<file path="src/rtl/mpa_pkg.sv">
package mpa_pkg;

   typedef enum logic [1:0] {
      MAP_DIRECT = 2'd0,
      MAP_PACK   = 2'd1,
      MAP_SPLIT  = 2'd2
   } map_e;

   typedef enum logic [1:0] {
      ST_IDLE = 2'd0,
      ST_ACC  = 2'd1,
      ST_RDW  = 2'd2
   } st_e;

   function automatic map_e pick_map(input int lw, input int pw, input int pk);
      if (pw > lw && pk != 0) return MAP_PACK;
      if (pw < lw)            return MAP_SPLIT;
      return MAP_DIRECT;
   endfunction

   function automatic int ratio(input int lw, input int pw);
      return (pw > lw) ? pw / lw : lw / pw;
   endfunction

   function automatic int sel_w(input int r);
      return (r <= 1) ? 1 : $clog2(r);
   endfunction

   function automatic int paddr_w(input int aw, input int lw, input int pw, input int pk);
      map_e m;
      m = pick_map(lw, pw, pk);
      if (m == MAP_PACK)  return aw - $clog2(ratio(lw, pw));
      if (m == MAP_SPLIT) return aw + $clog2(ratio(lw, pw));
      return aw;
   endfunction

endpackage

</file>
<file path="src/rtl/mpa_addr_map.sv">
module mpa_addr_map
   import mpa_pkg::*;
#(
   parameter map_e MAP     = MAP_DIRECT,
   parameter int   ADDR_W  = 8,
   parameter int   PADDR_W = 8,
   parameter int   SEL_W   = 1
) (
   input  logic [ADDR_W-1:0]  addr,
   input  logic [SEL_W-1:0]   beat,
   output logic [PADDR_W-1:0] paddr,
   output logic [SEL_W-1:0]   lane
);

   generate
      if (MAP == MAP_PACK) begin : g_pack
         assign paddr = addr[ADDR_W-1:ADDR_W-PADDR_W];
         assign lane  = addr[SEL_W-1:0];
         logic unused_beat;
         assign unused_beat = ^beat;
      end else if (MAP == MAP_SPLIT) begin : g_split
         assign paddr = {addr, beat};
         assign lane  = '0;
      end else begin : g_direct
         assign paddr = addr;
         assign lane  = '0;
         logic unused_beat;
         assign unused_beat = ^beat;
      end
   endgenerate

endmodule

</file>
<file path="src/rtl/mpa_lane.sv">
module mpa_lane
   import mpa_pkg::*;
#(
   parameter map_e MAP   = MAP_DIRECT,
   parameter int   LOG_W = 16,
   parameter int   PHY_W = 32,
   parameter int   SEL_W = 1
) (
   input  logic [LOG_W-1:0] wdata,
   input  logic [SEL_W-1:0] lane,
   input  logic [SEL_W-1:0] beat,
   input  logic [PHY_W-1:0] old_word,
   input  logic [PHY_W-1:0] rword,
   input  logic [LOG_W-1:0] cur,
   output logic [PHY_W-1:0] phy_wdata,
   output logic [LOG_W-1:0] rd_next
);

   generate
      if (MAP == MAP_PACK) begin : g_pack
         always_comb begin
            phy_wdata = old_word;
            phy_wdata[int'(lane)*LOG_W +: LOG_W] = wdata;
            rd_next = rword[int'(lane)*LOG_W +: LOG_W];
         end
         logic unused_in;
         assign unused_in = ^{beat, cur};
      end else if (MAP == MAP_SPLIT) begin : g_split
         always_comb begin
            phy_wdata = wdata[int'(beat)*PHY_W +: PHY_W];
            rd_next = cur;
            rd_next[int'(beat)*PHY_W +: PHY_W] = rword;
         end
         logic unused_in;
         assign unused_in = ^{lane, old_word};
      end else begin : g_direct
         assign phy_wdata = PHY_W'(wdata);
         assign rd_next   = rword[LOG_W-1:0];
         logic unused_in;
         assign unused_in = ^{lane, beat, old_word, cur, rword};
      end
   endgenerate

endmodule

</file>
<file path="src/rtl/mpa_ctrl.sv">
module mpa_ctrl
   import mpa_pkg::*;
#(
   parameter map_e MAP   = MAP_DIRECT,
   parameter int   SEL_W = 1,
   parameter int   LAST  = 0
) (
   input  logic             clk,
   input  logic             rst_n,
   input  logic             core_rd,
   input  logic             core_wr,
   input  logic             mem_gnt,
   output logic             mem_req,
   output logic             mem_we,
   output logic             cap_en,
   output logic             word_ld,
   output logic             rd_ld,
   output logic [SEL_W-1:0] beat,
   output logic             ack,
   output logic             err
);

   st_e  state;
   logic op_wr, err_p, wb, last_beat;

   always_comb begin
      cap_en    = (state == ST_IDLE) && !ack && (core_rd || core_wr);
      word_ld   = (state == ST_RDW) && op_wr;
      rd_ld     = (state == ST_RDW) && !op_wr;
      last_beat = (MAP != MAP_SPLIT) || (beat == SEL_W'(LAST));
      mem_req   = (state == ST_ACC);
      mem_we    = (state == ST_ACC) && op_wr && ((MAP != MAP_PACK) || wb);
   end

   always_ff @(posedge clk or negedge rst_n) begin
      if (!rst_n) begin
         state <= ST_IDLE;
         op_wr <= 1'b0;
         err_p <= 1'b0;
         wb    <= 1'b0;
         beat  <= '0;
         ack   <= 1'b0;
         err   <= 1'b0;
      end else begin
         ack <= 1'b0;
         err <= 1'b0;
         case (state)
            ST_IDLE: begin
               if (cap_en) begin
                  state <= ST_ACC;
                  op_wr <= core_wr;
                  err_p <= core_rd && core_wr;
                  wb    <= 1'b0;
                  beat  <= '0;
               end
            end
            ST_ACC: begin
               if (mem_gnt) begin
                  if (!op_wr || (MAP == MAP_PACK && !wb)) begin
                     state <= ST_RDW;
                  end else if (!last_beat) begin
                     beat <= beat + 1'b1;
                  end else begin
                     state <= ST_IDLE;
                     ack   <= 1'b1;
                     err   <= err_p;
                  end
               end
            end
            ST_RDW: begin
               if (op_wr) begin
                  wb    <= 1'b1;
                  state <= ST_ACC;
               end else if (!last_beat) begin
                  beat  <= beat + 1'b1;
                  state <= ST_ACC;
               end else begin
                  state <= ST_IDLE;
                  ack   <= 1'b1;
                  err   <= err_p;
               end
            end
            default: state <= ST_IDLE;
         endcase
      end
   end

endmodule

</file>
<file path="src/rtl/mem_portal_adapter.sv">
module mem_portal_adapter
   import mpa_pkg::*;
#(
   parameter  int LOG_W   = 16,
   parameter  int PHY_W   = 32,
   parameter  int ADDR_W  = 10,
   parameter  int PACK    = 1,
   localparam int PADDR_W = mpa_pkg::paddr_w(ADDR_W, LOG_W, PHY_W, PACK)
) (
   input  logic               clk,
   input  logic               rst_n,
   input  logic [ADDR_W-1:0]  core_addr,
   input  logic [LOG_W-1:0]   core_wdata,
   input  logic               core_rd,
   input  logic               core_wr,
   output logic [LOG_W-1:0]   core_rdata,
   output logic               core_ack,
   output logic               core_err,
   output logic               mem_req,
   input  logic               mem_gnt,
   output logic               mem_we,
   output logic [PADDR_W-1:0] mem_addr,
   output logic [PHY_W-1:0]   mem_wdata,
   input  logic [PHY_W-1:0]   mem_rdata
);

   localparam map_e MAP   = pick_map(LOG_W, PHY_W, PACK);
   localparam int   RATIO = ratio(LOG_W, PHY_W);
   localparam int   SEL_W = sel_w(RATIO);
   localparam int   LAST  = (MAP == MAP_SPLIT) ? RATIO - 1 : 0;

   // elaboration-time parameter checks
   generate
      if (LOG_W < 1 || PHY_W < 1 || ADDR_W < 1) begin : g_bad_width
         $error("widths must be positive");
      end
      if (MAP != MAP_DIRECT) begin : g_ratio_chk
         if ((PHY_W > LOG_W ? PHY_W % LOG_W : LOG_W % PHY_W) != 0) begin : g_bad_div
            $error("wide width must be a multiple of narrow width");
         end
         if ((RATIO & (RATIO - 1)) != 0) begin : g_bad_pow2
            $error("width ratio must be a power of two");
         end
      end
      if (MAP == MAP_PACK && ADDR_W <= $clog2(RATIO)) begin : g_bad_addr
         $error("address too narrow for packing ratio");
      end
   endgenerate

   logic [ADDR_W-1:0] addr_q;
   logic [LOG_W-1:0]  wdata_q, rd_next;
   logic [PHY_W-1:0]  old_word;
   logic [SEL_W-1:0]  beat, lane;
   logic              cap_en, word_ld, rd_ld;

   mpa_ctrl #(.MAP(MAP), .SEL_W(SEL_W), .LAST(LAST)) u_ctrl (
      .clk     (clk),
      .rst_n   (rst_n),
      .core_rd (core_rd),
      .core_wr (core_wr),
      .mem_gnt (mem_gnt),
      .mem_req (mem_req),
      .mem_we  (mem_we),
      .cap_en  (cap_en),
      .word_ld (word_ld),
      .rd_ld   (rd_ld),
      .beat    (beat),
      .ack     (core_ack),
      .err     (core_err)
   );

   mpa_addr_map #(.MAP(MAP), .ADDR_W(ADDR_W), .PADDR_W(PADDR_W), .SEL_W(SEL_W)) u_map (
      .addr  (addr_q),
      .beat  (beat),
      .paddr (mem_addr),
      .lane  (lane)
   );

   mpa_lane #(.MAP(MAP), .LOG_W(LOG_W), .PHY_W(PHY_W), .SEL_W(SEL_W)) u_lane (
      .wdata     (wdata_q),
      .lane      (lane),
      .beat      (beat),
      .old_word  (old_word),
      .rword     (mem_rdata),
      .cur       (core_rdata),
      .phy_wdata (mem_wdata),
      .rd_next   (rd_next)
   );

   always_ff @(posedge clk or negedge rst_n) begin
      if (!rst_n) begin
         addr_q     <= '0;
         wdata_q    <= '0;
         old_word   <= '0;
         core_rdata <= '0;
      end else begin
         if (cap_en) begin
            addr_q  <= core_addr;
            wdata_q <= core_wdata;
         end
         if (word_ld) old_word   <= mem_rdata;
         if (rd_ld)   core_rdata <= rd_next;
      end
   end

endmodule

</file>
<file path="config.mk">
export PLATFORM = sky130hd
export DESIGN_NAME = mem_portal_adapter
export DESIGN_NICKNAME = d
export VERILOG_FILES = /design/src/rtl/mpa_pkg.sv /design/src/rtl/mpa_addr_map.sv /design/src/rtl/mpa_lane.sv /design/src/rtl/mpa_ctrl.sv /design/src/rtl/mem_portal_adapter.sv
export SDC_FILE = /design/constraint.sdc
export NUM_CORES = 1
export LEC_CHECK = 0
export BUFFER_PORTS_ARGS = -buffer_cell sky130_fd_sc_hd__buf_2
export CAP_MARGIN = 30
export CORE_ASPECT_RATIO = 0.9
export CORE_MARGIN = 2
export CORE_UTILIZATION = 45
export DETAILED_ROUTE_END_ITERATION = 6
export GPL_ROUTABILITY_DRIVEN = 0
export PLACE_DENSITY_LB_ADDON = 0.3
export SYNTH_ARGS = -nofsm -noshare
export SYNTH_HDL_FRONTEND = slang
export SYNTH_HIERARCHICAL = 1
export SYNTH_SLANG_ARGS = --single-unit
</file>
<file path="constraint.sdc">
create_clock -name clk -period 3.8 [get_ports clk]
set_input_delay 0.57 -clock clk [delete_from_list [all_inputs] [get_ports clk]]
set_output_delay 0.57 -clock clk [all_outputs]
set_load 0.03 [all_outputs]
</file>
==> impl_metrics.py <==
metrics = {
    "final_layout": {
        "area_delta_synth_final_pct": 18.8,
        "insertedDiodeCount": 0,
        "drive_gt1_share_pct": 71.1,
        "fillers": 799,
        "stdcell_area_um2": 4980,
        "final_nets": 447,
    },
    "cts": {
        "clk_path_buf_depth": 2,
        "h-tree-depth": 3,
        "cts_resized": 0,
        "cts_tree": "done",
        "insertion_delay_ns": 0.34,
        "cts.sinks": 81,
        "cts_buffers": 9,
        "postCtsSetupBuffers": 0,
        "holdBufCountCts": 0,
        "clk_pin_slew_worst_paths_ns": 0.08,
        "root_buffer": "clkbuf_8",
    },
    "route": {
        "antenna_left": 0,
        "wirelength_um": 7940,
        "viasPerCell": 4.84,
        "firstDrtPassIters": 4,
        "drc": 0,
        "avgRoutedWirePerCell_um": 15.7,
        "num_vias": 2450,
        "drtIter0Drc": 31,
    },
    "timing": {
        "hold_viol": 0,
        "holdWs_ns": 0.281,
        "finalCriticalPeriod_ns": 2.25,
        "finalCritPeriodShare_pct": 59.3,
        "setup_tns_ns": 0,
        "slew_headroom_pct": 51.1,
        "tightest_slew_ns": 0.734,
        "fin_worst_skew_ns": 0.0104,
        "fin_ws_ns": 1.55,
        "slew_violations": 0,
        "clock.fmax_ghz": 0.444,
        "rsz0062_at_grt": "false",
        "setup_viol": 0,
    },
    "place": {
        "dpl_cell_area_um2": 4790,
        "io_buffers": 123,
        "place_ws_ns": 1.63,
        "dpl.hpwl_um": 5480,
    },
    "yosys": {
        "syn_inst": 264,
        "synth_nets": 331,
        "synth_area_um2": 4190,
        "syn-mean-instance-area_um2": 15.9,
        "yosysWarnings": 6,
    },
    "power": {
        "ir_drop_mv": 0.483,
        "total_power_mw": 5.05,
        "p_per_area_nw_per_um2": 1010,
        "leakage_nw": 2.50,
    },
    "grt": {
        "busiest_layer": "met2",
        "gr-total-overflow": 0,
        "met2_usage_pct": 26.6,
        "use_met1_pct": 21.1,
        "met3_usage_pct": 4.51,
        "grt_antenna_before_repair": 0,
        "grt_pass1_wl_um": 12700,
        "grt_usage_pct": 16.2,
        "grt_max_degree": 58,
        "grt_pass1_vias": 2500,
    },
    "floorplanning": {
        "core_um2": 9080,
        "fp.dieH_um": 95.6,
        "dieArea_um2": 10100,
        "io_pins": 124,
        "start_util_pct": 46.2,
        "die_w_um": 106,
        "rows": 33,
    },
    "critical_path": {
        "path_class": "reg -> out",
        "critPathMaxStageDelay_ns": 0.40,
        "startpoint_type": "flip-flop",
        "crit_buf_inv": 2,
        "critPathArrivalTime_ns": 1.68,
        "worstPathCellList": "buf_4, mux2_2, buf_2",
        "cpMaxStageDelayCell": "buf_4",
        "cp.required_ns": 3.23,
        "cp_top_family": "buffers and inverters",
        "cp_max_fo": 30,
        "cp-end-kind": "primary output",
    },
    "run": {
        "maxCapViolations": 0,
    },
    "outcome": {
        "status": "completed",
    },
    "hold_path": {
        "hold_path.class": "in -> async",
    },
}
-- power by group --
part	internal [mW]	switching, mW
clock network	0.249	0.302
registers	1.29	0.263
logic	1.42	1.53
total	2.96	2.09
-- state kept, by name, summed over array words and instances (netlist names) --
name and count:
u_ctrl/state 2, u_ctrl/wb 1, core_rdata 16, addr_q 10, u_ctrl/op_wr 1, u_ctrl/ack 1, wdata_q 16, u_ctrl/err 1
u_ctrl/err_p 1, old_word 32
-- cells in the final DEF (no fill, tap or decap), drive strengths merged --
cell type / instances
and3b: 1
o31ai: 1
a31oi: 1
clkbuf: 10
a21o: 1
and3: 2
inv: 4
ha: 4
nor2: 3
mux2: 123
o21ai: 3
and2: 3
buf: 129
dfrtp: 81
a21oi: 2
nand3: 2
o21bai: 1
a22o: 1
a221oi: 1
clkinv: 2
nor2b: 2
clkinvlp: 3
nand2: 3
nand2b: 1
-- stage by stage --
stage               utilization [%]  instances
floorplan                         -        264
global placement               52.5        489
detailed placement             52.8        490
CTS                            54.6        505
global route                   54.8        506
finish                         54.8        506
-- final timing paths --
check | end | cells past startpoint | startpoint | slack [ns]
max in group asynchronous | u_ctrl/wb$_DFFE_PN0P_ | 2 | rst_n | 2.70
setup reg to reg | wdata_q[2]$_DFFE_PN0P_ | 6 | u_ctrl/state[0]$_DFFE_PN0P_ | 1.63
hold reg to reg | old_word[0]$_DFFE_PN0P_ | 1 | old_word[0]$_DFFE_PN0P_ | 0.51
min in group clk | wdata_q[7]$_DFFE_PN0P_ | 2 | core_wdata[7] | 0.46
setup / recovery | mem_wdata[6] | 3 | addr_q[0]$_DFFE_PN0P_ | 1.55
hold / removal | old_word[11]$_DFFE_PN0P_ | 1 | rst_n | 0.28
-- routing by layer --
layer  wire length [µm]  vias up
met5                  0        -
met4                 99        0
met3                433       11
met2               3760       76
met1               3650     1203
li1                   -     1160
-- worst reg2reg max path: stages, from the launching register on --
cell and delay [ns]:
dfrtp_1 0.42, inv_1 0.10, ha_1 0.28, nand2b_1 0.19, nor2_4 0.47, buf_16 0.24, mux2_2 0.36
-- layout make-up --
type	count	area [µm²]	share of cell area, %
Clock inverter	5	32.5	0.653
Multi-Input combinational cell	155	1920	38.5
Clock buffer	10	138	2.76
Inverter	4	15.0	0.301
Sequential cell	81	2030	40.7
Tap cell	122	153	3.06
Timing Repair Buffer	129	696	14.0
Note: power is estimated with default switching activity, not from simulation.
